<file path="src/rtl/sar_seq_pkg.sv">
package sar_seq_pkg;

   typedef enum logic [1:0] {
      PH_IDLE   = 2'd0,
      PH_SAMPLE = 2'd1,
      PH_HOLD   = 2'd2,
      PH_BITS   = 2'd3
   } phase_e;

endpackage

</file>
<file path="src/rtl/sar_seq_timer.sv">
module sar_seq_timer
   import sar_seq_pkg::*;
#(
   parameter int DATA_W     = 8,
   parameter int NUM_CONV   = 4,
   parameter int SAMPLE_CYC = 12,
   parameter int GAP_CYC    = 4,
   parameter int BIT_CYC    = 2,
   parameter int CYC_W      = 5,
   parameter int CONV_W     = 2,
   parameter int IDX_W      = 3
) (
   input  logic              clk,
   input  logic              rst_n,
   input  logic              cnv_en,
   input  logic              start,
   input  logic              cont_mode,
   output phase_e            phase,
   output logic [CONV_W-1:0] conv_idx,
   output logic [IDX_W-1:0]  bit_idx,
   output logic              decide,
   output logic              tick,
   output logic              conv_end,
   output logic              seq_end_tick
);

   localparam int FRAME      = SAMPLE_CYC + GAP_CYC + DATA_W * BIT_CYC;
   localparam int BITS_START = SAMPLE_CYC + GAP_CYC;
   localparam logic [CYC_W-1:0]  LAST_CYC   = CYC_W'(FRAME - 1);
   localparam logic [CYC_W-1:0]  SAMP_END   = CYC_W'(SAMPLE_CYC);
   localparam logic [CYC_W-1:0]  BITS_C     = CYC_W'(BITS_START);
   localparam logic [CYC_W-1:0]  MSB_C      = CYC_W'(DATA_W - 1);
   localparam logic [CONV_W-1:0] LAST_CONV  = CONV_W'(NUM_CONV - 1);
   localparam logic [CYC_W-1:0]  SLOT_MASK  = CYC_W'(BIT_CYC - 1);

   logic              run_q;
   logic [CYC_W-1:0]  cyc_q;
   logic [CONV_W-1:0] conv_q;
   logic [CYC_W-1:0]  off;
   logic [CYC_W-1:0]  slot;
   logic              last_conv;

   assign tick         = run_q & cnv_en & ~start;
   assign conv_end     = (cyc_q == LAST_CYC);
   assign last_conv    = (conv_q == LAST_CONV);
   assign seq_end_tick = tick & conv_end & last_conv;
   assign conv_idx     = conv_q;
   assign off          = cyc_q - BITS_C;

   always_ff @(posedge clk or negedge rst_n) begin
      if (!rst_n) begin
         run_q  <= 1'b0;
         cyc_q  <= '0;
         conv_q <= '0;
      end else if (start) begin
         run_q  <= 1'b1;
         cyc_q  <= '0;
         conv_q <= '0;
      end else if (tick) begin
         if (conv_end) begin
            cyc_q <= '0;
            if (last_conv) begin
               conv_q <= '0;
               run_q  <= cont_mode;
            end else begin
               conv_q <= conv_q + 1'b1;
            end
         end else begin
            cyc_q <= cyc_q + 1'b1;
         end
      end
   end

   always_comb begin
      if (!run_q)               phase = PH_IDLE;
      else if (cyc_q < SAMP_END) phase = PH_SAMPLE;
      else if (cyc_q < BITS_C)   phase = PH_HOLD;
      else                       phase = PH_BITS;
   end

   // Slot decode: shift/mask when the bit time is a power of two, divide otherwise.
   generate
      if ((BIT_CYC & (BIT_CYC - 1)) == 0) begin : g_slot_pow2
         localparam int SH = $clog2(BIT_CYC);
         assign slot   = off >> SH;
         assign decide = ((off & SLOT_MASK) == SLOT_MASK);
      end else begin : g_slot_div
         localparam logic [CYC_W-1:0] BC = CYC_W'(BIT_CYC);
         assign slot   = off / BC;
         assign decide = ((off % BC) == SLOT_MASK);
      end
   endgenerate

   assign bit_idx = IDX_W'(MSB_C - slot);

   a_r1_start_restart: assert property (@(posedge clk) disable iff (!rst_n)
      start |=> (run_q && cyc_q == '0 && conv_q == '0));

   a_r3_freeze_when_disabled: assert property (@(posedge clk) disable iff (!rst_n)
      (!cnv_en && !start) |=> ($stable(cyc_q) && $stable(conv_q) && $stable(run_q)));

   a_r9_single_stops: assert property (@(posedge clk) disable iff (!rst_n)
      (seq_end_tick && !cont_mode) |=> !run_q);

   a_r9_cont_wraps: assert property (@(posedge clk) disable iff (!rst_n)
      (seq_end_tick && cont_mode) |=> (run_q && conv_q == '0 && cyc_q == '0));

endmodule

</file>
<file path="src/rtl/sar_seq_approx.sv">
module sar_seq_approx
   import sar_seq_pkg::*;
#(
   parameter int DATA_W = 8,
   parameter int IDX_W  = 3
) (
   input  logic              clk,
   input  logic              rst_n,
   input  logic              start,
   input  logic              tick,
   input  logic              conv_end,
   input  phase_e            phase,
   input  logic [IDX_W-1:0]  bit_idx,
   input  logic              decide,
   input  logic              cmp_ge,
   output logic [DATA_W-1:0] trial_code,
   output logic [DATA_W-1:0] final_code
);

   logic [DATA_W-1:0] sar_q;
   logic [DATA_W-1:0] cur_bit;
   logic [DATA_W-1:0] kept_bit;

   assign cur_bit  = DATA_W'(1) << bit_idx;
   assign kept_bit = cmp_ge ? cur_bit : '0;

   always_ff @(posedge clk or negedge rst_n) begin
      if (!rst_n) begin
         sar_q <= '0;
      end else if (start || (tick && conv_end)) begin
         sar_q <= '0;
      end else if (tick && decide && phase == PH_BITS) begin
         sar_q <= sar_q | kept_bit;
      end
   end

   assign trial_code = (phase == PH_BITS) ? (sar_q | cur_bit) : '0;
   // Code as it stands after the decision made on the current edge.
   assign final_code = sar_q | kept_bit;

   a_r7_clear_in_sample: assert property (@(posedge clk) disable iff (!rst_n)
      (phase == PH_SAMPLE) |-> (sar_q == '0));

   a_r7_hold_outside_decide: assert property (@(posedge clk) disable iff (!rst_n)
      (!start && !(tick && (decide || conv_end))) |=> $stable(sar_q));

endmodule

</file>
<file path="src/rtl/sar_seq_results.sv">
module sar_seq_results #(
   parameter int DATA_W   = 8,
   parameter int NUM_CONV = 4,
   parameter int CONV_W   = 2
) (
   input  logic              clk,
   input  logic              rst_n,
   input  logic              wr_en,
   input  logic [CONV_W-1:0] wr_idx,
   input  logic [DATA_W-1:0] wr_data,
   input  logic [CONV_W-1:0] rd_sel,
   output logic [DATA_W-1:0] rd_data
);

   logic [DATA_W-1:0]   res_q [NUM_CONV];
   logic [NUM_CONV-1:0] wr_vec;

   generate
      for (genvar g = 0; g < NUM_CONV; g++) begin : g_reg
         assign wr_vec[g] = wr_en && (wr_idx == CONV_W'(g));
         always_ff @(posedge clk or negedge rst_n) begin
            if (!rst_n)         res_q[g] <= '0;
            else if (wr_vec[g]) res_q[g] <= wr_data;
         end
      end
   endgenerate

   always_comb begin
      rd_data = '0;
      for (int i = 0; i < NUM_CONV; i++) begin
         if (rd_sel == CONV_W'(i)) rd_data = res_q[i];
      end
   end

   a_r2_one_write: assert property (@(posedge clk) disable iff (!rst_n)
      $onehot0(wr_vec));

endmodule

</file>
<file path="src/rtl/sar_seq4.sv">
module sar_seq4
   import sar_seq_pkg::*;
#(
   parameter int DATA_W     = 8,
   parameter int NUM_CONV   = 4,
   parameter int CH_W       = 3,
   parameter int SAMPLE_CYC = 12,
   parameter int GAP_CYC    = 4,
   parameter int BIT_CYC    = 2
) (
   input  logic                         clk,
   input  logic                         rst_n,
   input  logic                         cnv_en,
   input  logic                         start,
   input  logic                         cont_mode,
   input  logic [CH_W-1:0]              base_ch,
   input  logic                         cmp_ge,
   output logic                         samp_en,
   output logic [CH_W-1:0]              ch_sel,
   output logic [DATA_W-1:0]            trial_code,
   input  logic [$clog2(NUM_CONV)-1:0]  rd_sel,
   output logic [DATA_W-1:0]            rd_data,
   output logic                         seq_done
);

   localparam int FRAME  = SAMPLE_CYC + GAP_CYC + DATA_W * BIT_CYC;
   localparam int CYC_W  = $clog2(FRAME);
   localparam int CONV_W = $clog2(NUM_CONV);
   localparam int IDX_W  = $clog2(DATA_W);

   generate
      if (DATA_W < 2)     begin : g_bad_width  $error("DATA_W must be at least 2");     end
      if (NUM_CONV < 2)   begin : g_bad_conv   $error("NUM_CONV must be at least 2");   end
      if (SAMPLE_CYC < 1) begin : g_bad_sample $error("SAMPLE_CYC must be at least 1"); end
      if (BIT_CYC < 1)    begin : g_bad_bit    $error("BIT_CYC must be at least 1");    end
      if (CH_W < 1)       begin : g_bad_ch     $error("CH_W must be at least 1");       end
   endgenerate

   phase_e            phase;
   logic [CONV_W-1:0] conv_idx;
   logic [IDX_W-1:0]  bit_idx;
   logic              decide;
   logic              tick;
   logic              conv_end;
   logic              seq_end_tick;
   logic [DATA_W-1:0] final_code;
   logic              done_q;

   sar_seq_timer #(
      .DATA_W     (DATA_W),
      .NUM_CONV   (NUM_CONV),
      .SAMPLE_CYC (SAMPLE_CYC),
      .GAP_CYC    (GAP_CYC),
      .BIT_CYC    (BIT_CYC),
      .CYC_W      (CYC_W),
      .CONV_W     (CONV_W),
      .IDX_W      (IDX_W)
   ) u_timer (
      .clk          (clk),
      .rst_n        (rst_n),
      .cnv_en       (cnv_en),
      .start        (start),
      .cont_mode    (cont_mode),
      .phase        (phase),
      .conv_idx     (conv_idx),
      .bit_idx      (bit_idx),
      .decide       (decide),
      .tick         (tick),
      .conv_end     (conv_end),
      .seq_end_tick (seq_end_tick)
   );

   sar_seq_approx #(
      .DATA_W (DATA_W),
      .IDX_W  (IDX_W)
   ) u_approx (
      .clk        (clk),
      .rst_n      (rst_n),
      .start      (start),
      .tick       (tick),
      .conv_end   (conv_end),
      .phase      (phase),
      .bit_idx    (bit_idx),
      .decide     (decide),
      .cmp_ge     (cmp_ge),
      .trial_code (trial_code),
      .final_code (final_code)
   );

   sar_seq_results #(
      .DATA_W   (DATA_W),
      .NUM_CONV (NUM_CONV),
      .CONV_W   (CONV_W)
   ) u_results (
      .clk     (clk),
      .rst_n   (rst_n),
      .wr_en   (tick & conv_end),
      .wr_idx  (conv_idx),
      .wr_data (final_code),
      .rd_sel  (rd_sel),
      .rd_data (rd_data)
   );

   always_ff @(posedge clk or negedge rst_n) begin
      if (!rst_n)            done_q <= 1'b0;
      else if (start)        done_q <= 1'b0;
      else if (seq_end_tick) done_q <= 1'b1;
   end

   assign seq_done = done_q;
   assign samp_en  = (phase == PH_SAMPLE);
   assign ch_sel   = base_ch + CH_W'(conv_idx);

   a_r8_done_sticky: assert property (@(posedge clk) disable iff (!rst_n)
      (seq_done && !start) |=> seq_done);

   a_r8_done_on_last: assert property (@(posedge clk) disable iff (!rst_n)
      seq_end_tick |=> seq_done);

   a_r4_no_sample_with_trial: assert property (@(posedge clk) disable iff (!rst_n)
      samp_en |-> (trial_code == '0));

endmodule

</file>
<file path="config.mk">
export PLATFORM = sky130hd
export DESIGN_NAME = sar_seq4
export DESIGN_NICKNAME = d
export VERILOG_FILES = /design/src/rtl/sar_seq_pkg.sv /design/src/rtl/sar_seq_timer.sv /design/src/rtl/sar_seq_approx.sv /design/src/rtl/sar_seq_results.sv /design/src/rtl/sar_seq4.sv
export SDC_FILE = /design/constraint.sdc
export NUM_CORES = 1
export LEC_CHECK = 0
export ABC_CLOCK_PERIOD_IN_PS = 2500
export BUFFER_PORTS_ARGS = -buffer_cell sky130_fd_sc_hd__buf_2
export CORE_MARGIN = 2
export CORE_UTILIZATION = 47
export CTS_BUF_LIST = sky130_fd_sc_hd__clkbuf_8
export DETAILED_ROUTE_END_ITERATION = 12
export PLACE_DENSITY = 0.68
export REMOVE_ABC_BUFFERS = 1
export SYNTH_ARGS = -nofsm -noshare
export SYNTH_HDL_FRONTEND = slang
export SYNTH_SLANG_ARGS = --single-unit
</file>
<file path="constraint.sdc">
create_clock -name clk -period 2.5 [get_ports clk]
set_input_delay 0.5 -clock clk [delete_from_list [all_inputs] [get_ports clk]]
set_output_delay 0.5 -clock clk [all_outputs]
set_load 0.03 [all_outputs]
</file>
==> Yosys cells after proc, flatten, opt, wreduce, memory -nomap -nowiden <==
Cells that the tools add are included.
{ "word_totals": {"register_bits": 49, "input_bits": 11, "out_inout_bits": 21, "word_cells": 74} }
{ "op_classes": {"n_addsub": 5, "magnitude_cmp": 2, "eq_ne": 9, "shift": 1, "muxes": 24, "bitwise": 7, "n_reduce_logical": 17} }
{ "op_table": {"columns": ["op", "n"], "rows": [
  ["8-bit 2-to-1 mux", 8],
  ["8-bit OR", 2],
  ["5-bit 2-to-1 mux", 3],
  ["2-bit 2-to-1 mux", 6],
  ["2-bit equality test (second input constant)", 5],
  ["2-bit nonzero test", 5],
  ["1-bit by 3-bit left shift with 8-bit output (first input constant)", 1],
  ["1-bit logical AND", 7],
  ["1-bit 2-to-1 mux", 7],
  ["2-bit by 1-bit equality test with 1-bit output (second input constant)", 3],
  ["5-bit by 1-bit adder with 5-bit output (second input constant)", 1],
  ["5-bit equality test (second input constant)", 1],
  ["5-bit by 4-bit less-than comparator with 1-bit output (second input constant)", 1],
  ["5-bit less-than comparator (second input constant)", 1],
  ["1-bit AND", 4],
  ["2-bit zero test", 2],
  ["4-bit by 1-bit subtractor with 4-bit output (second input constant)", 1],
  ["3-bit by 2-bit adder with 3-bit output", 1],
  ["3-bit AND reduction", 1],
  ["3-bit subtractor (first input constant)", 1],
  ["2-bit by 1-bit adder with 2-bit output (second input constant)", 1],
  ["2-bit AND reduction", 1],
  ["1-bit logical OR", 1],
  ["1-bit NOT", 1]
]} }

==> Longest topological paths before layout <==
{ "depth": {"ltp_word": 8, "depth_mapped": 7, "ltp_nobuf": 6} }

==> Modules after synthesis <==
A second synthesis with hierarchy kept.
{ "unflattened": {"cells_unflattened": 197, "area_unflattened_um2": 2502.4} }
{ "modules_own_cells": {"columns": ["module", "instances", "cells_per_inst", "area_each_um2", "seq_area_each_um2"], "rows": [
  ["sar_seq_results", 1, 78, 1401.3, 800.8],
  ["sar_seq_approx", 1, 60, 556.8, 200.2],
  ["sar_seq_timer", 1, 48, 440.4, 200.2],
  ["sar_seq4", 1, 11, 103.8, 25.0]
]} }

==> Worst setup path before layout <==
OpenSTA, ideal clock, no wires.
{ "synth_path": {"path_kind": "input port to output port", "from": "input base_ch[0]", "to": "output ch_sel[2]", "arrival_time_ns": 1.584, "required_ns": 2.000, "slack_ns": 0.416, "cell_stages": 4, "path_buffers": 0, "path_cell_list": "ha_1 inv_1 fa_1 xnor2_1"} }
{ "synth_via": {"elab_chain_cells": 1} }
{ "synth_rtl": {"columns": ["element", "line_no", "text"], "rows": [
  ["start: declaration", "sar_seq4.sv:16", "input logic [CH_W-1:0] base_ch,"],
  ["3-bit by 2-bit adder with 3-bit output", "sar_seq4.sv:112", "assign ch_sel = base_ch + CH_W'(conv_idx);"],
  ["end: declaration", "sar_seq4.sv:19", "output logic [CH_W-1:0] ch_sel,"]
]} }
No other way between the ends.

==> Worst setup path after layout <==
{ "layout_path": {"from": "register u_timer.cyc_q[2]", "to": "output trial_code[5]"} }
{ "layout_via": {"elab_chain_cells": 6, "word_cells_on_any_way": 11, "cone_classes": "add/sub: 2; order compare: 2; eq/ne: 1; shift: 1; mux: 4; bitwise: 1"} }
{ "layout_rtl": {"columns": ["element", "line_no", "text"], "rows": [
  ["start: declaration", "sar_seq_timer.sv:37", "logic [CYC_W-1:0] cyc_q;"],
  ["start signal: assignment", "sar_seq_timer.sv:69", "cyc_q <= cyc_q + 1'b1;"],
  ["branches (longest 5 deep; another with 4-bit by 1-bit subtractor with 4-bit output)", null, null],
  ["8-bit 2-to-1 mux *", "sar_seq_approx.sv:37", "assign trial_code = (phase == PH_BITS) ? (sar_q | cur_bit) : '0;"],
  ["end: declaration", "sar_seq4.sv:20", "output logic [DATA_W-1:0] trial_code,"]
]} }
Every way passes the cells marked *.

==> results.md <==
- Outcome: completed
- RSZ-0062 raised after global routing: no
- Area delta synth->final: 12.4%
- Area contributors post-synth: dfrtp_1 (49%), mux2_2 (13%), mux4_2 (7.2%), a21oi_1 (3.6%), ha_1 (3.5%)
- Hold Crit Class: in2async
- Vias per inst: 5.46
- Slew headroom: 58.4%
- Fin util: 54.8%
- Critical Path End Type: output port
- Crit-path cells: nor2b_1 > a21oi_1 > nor2_1 > buf_2
- Pre-Repair DR Iteration Count: 4
- Max rail drop VDD: 0.000313 V
- Fmax: 451 MHz
- Nets@finish: 251
- IO buf count: 31
- Initial core utilization: 48.7%
- Core Region: 0.00514 mm^2
- Most common cell in the netlist: dfrtp_1
- Row count: 26
- # IOs: 32
- Clock Latency Late Sink: 0.30 ns
- Critical path startpoint category: flip-flop
- Largest net degree at the start of global routing: 50
- Die X: 77.0 um
- Cell variety after synth: 37
- Synth async-reset ratio: 100%
- Worst EP required: 2.00 ns
- Initial antenna violation count: 0
- Vias in the first global route: 1576
- Simple-gate share of the synthesized area: 9.69%
- Post-synth EDFFs: 0
- Fin. Hold Viols: 0
- Synth Instances: 200
- Tcrit/Tclk final: 88.7%
- DRT antenna net count: 0
- Die footprint: 0.00593 mm^2
- Critical-path maximum fanout: 10
- Area share of the leading cell type in the synthesized netlist: 49.0%
- Worst-Margin Slew: 0.623 ns
- Final setup fails: 0
- Max-slew violations: 0
- Synth warn: 0
- TritonCTS buffer count: 5
- Max Cap Violations: 0
- Ratio of cells with drive above 1 in the final layout: 38.2%
- Antenna cells: 0
- Setup TNS: 0 ns
- H-tree levels: 2
- Compound-Gate Fraction of Synth Area: 11.6%
- Post-cts sizing count: 0
- CTS Hold Buffers Added: 0
- Reg2reg path depth: 6
- Top FF cell, synth: dfrtp_1
- Routed WL: 4.85 mm
- Root buf cell: clkbuf_8
- Global-route wire length before repair: 7.86 mm
- CTS tree: done
- Post-DP HPWL: 3.29 mm
- Most frequent cells after synthesis: dfrtp_1 (49), mux2_2 (29), a21oi_1 (18)
- Arrival @ worst endpoint: 1.72 ns
- Minimum clock period: 2.22 ns
- Crit path kind: reg2out
- Pwr dens: 485 mW/mm^2
- Slowest stage cell, crit path: dfrtp_1
- Die Span Y: 77.0 um
- #FFs+latches synth: 49
- Drc violations: 0
- Critical Path Max Stage Delay: 0.51 ns
- Cell family with most CP delay: simple AND/OR/NAND/NOR gates
- Via count: 1654
- Drt initial violations: 79
- Grt total ovfl: 0
- Overall power: 1.37 mW
- Adder-cell area share of the yosys netlist: 4.30%
- Final Wtd Congestion: 0.753
- P_leak: 1.44 nW
- Area leader, netlist: dfrtp_1
- Setup Buffers After CTS: 0
- Met2 Routed Length: 2.24 mm
- GRT Total Usage: 16.9%
- Avg Cell Area, Syn: 12.5 um^2
- Routed wl met3: 122 um
- Metal-1 WL: 2.45 mm
- CTS Sinks: 49
- Wirelength per Cell: 16.0 um
- XOR/XNOR share of the synthesized area: 0.350%
- Synthesized cell area: 0.00250 mm^2
- Multiplexer share of the synthesized area: 22.0%
- Buf/Inv on CP: 1
- CTS clock-pin slew for the worst setup and hold paths: 0.10 ns
- Instance count on the critical path: 4
- Sequential share of the synthesized area: 49.0%
- Top Metal Used: met4
- Largest family of logic cells by synthesized area: multiplexers
- Clock buffer depth: 2
- Worst clock skew: 0.0143 ns
## flip-flops by register name (all words and copies together) (netlist names)
name	count
u_timer.run_q	1
seq_done	1
u_approx.sar_q	8
u_timer.conv_idx	2
u_timer.cyc_q	5
u_results.res_q	32
## logic make-up after synthesis
| family | after synthesis |
|---|---|
| xor+xnor | 1 |
| simple gates | 40 |
| fa+ha+maj | 8 |
| buf+inv | 17 |
| flops | 49 |
| mux | 41 |
| compound gates | 44 |
## final cells by class
cell class / count / area, um^2
Inverter: 8 / 30.0
Fill cell: 477 / 2320
Tap cell: 70 / 87.6
Clock inverter: 3 / 25.0
Sequential cell: 49 / 1230
Clock buffer: 5 / 68.8
Multi-Input combinational cell: 134 / 1200
Timing Repair Buffer: 34 / 178
## path summary, 6_finish.rpt
path | from | end | slack [ns]
worst max-delay path | u_timer.cyc_q[2]$_DFFE_PN0P_ | trial_code[5] | 0.28
worst max register to register | u_timer.cyc_q[0]$_DFFE_PN0P_ | u_results.res_q[0]$_DFFE_PN0P_ | 0.45
min in group clk | u_results.res_q[10]$_DFFE_PN0P_ | u_results.res_q[10]$_DFFE_PN0P_ | 0.49
max in group asynchronous | rst_n | u_timer.cyc_q[0]$_DFFE_PN0P_ | 1.79
worst min register to register | u_results.res_q[10]$_DFFE_PN0P_ | u_results.res_q[10]$_DFFE_PN0P_ | 0.49
worst min-delay path | rst_n | seq_done$_DFFE_PN0P_ | 0.28
## metrics by stage
step           setup WS [ns]  cell area [um^2]  hold WS [ns]  instances
2_1_floorplan          0.271              2460         0.204        191
3_3_place_gp           0.464              2720         0.470        295
3_5_place_dp           0.448              2720         0.475        295
4_1_cts                0.283              2820         0.312        303
5_1_grt                0.188              2820         0.338        303
6_report               0.283              2820         0.284        303
## cells in the final DEF (no fill, tap or decap), types with 4 or more instances in the layout
cell type  synthesis  routed
clkbuf_8           0       5
mux2_2            29      29
ha_1               7       7
nand2_4            4       4
buf_2              5      31
dfrtp_1           49      49
o2bb2ai_1          8       8
a31oi_1            4       4
inv_1              8       8
nor2_1            11      11
a21oi_1           18      18
nand2_1            7       7
mux4_2             8       8
a21o_1             5       5
## power breakdown
part | internal, mW | leakage, nW | switching [mW]
Sequential | 0.794 | 0.678 | 0.00299
Clock | 0.203 | 0.0447 | 0.286
Combinational | 0.0244 | 0.721 | 0.0556
## routing by layer
layer  track usage (%)  up-vias
met5                 0        -
met4              5.18        0
met3              3.29        2
met2              26.4       26
met1              24.2      825
li1                  -      801
## worst reg2reg max path: cells and delay by family, from the launching register on
family / cells / cell delay (ns)
fa+ha+maj: 2 / 0.43
flops: 1 / 0.45
mux: 1 / 0.36
simple gates: 3 / 0.72
(Power assumes the default switching activity.)
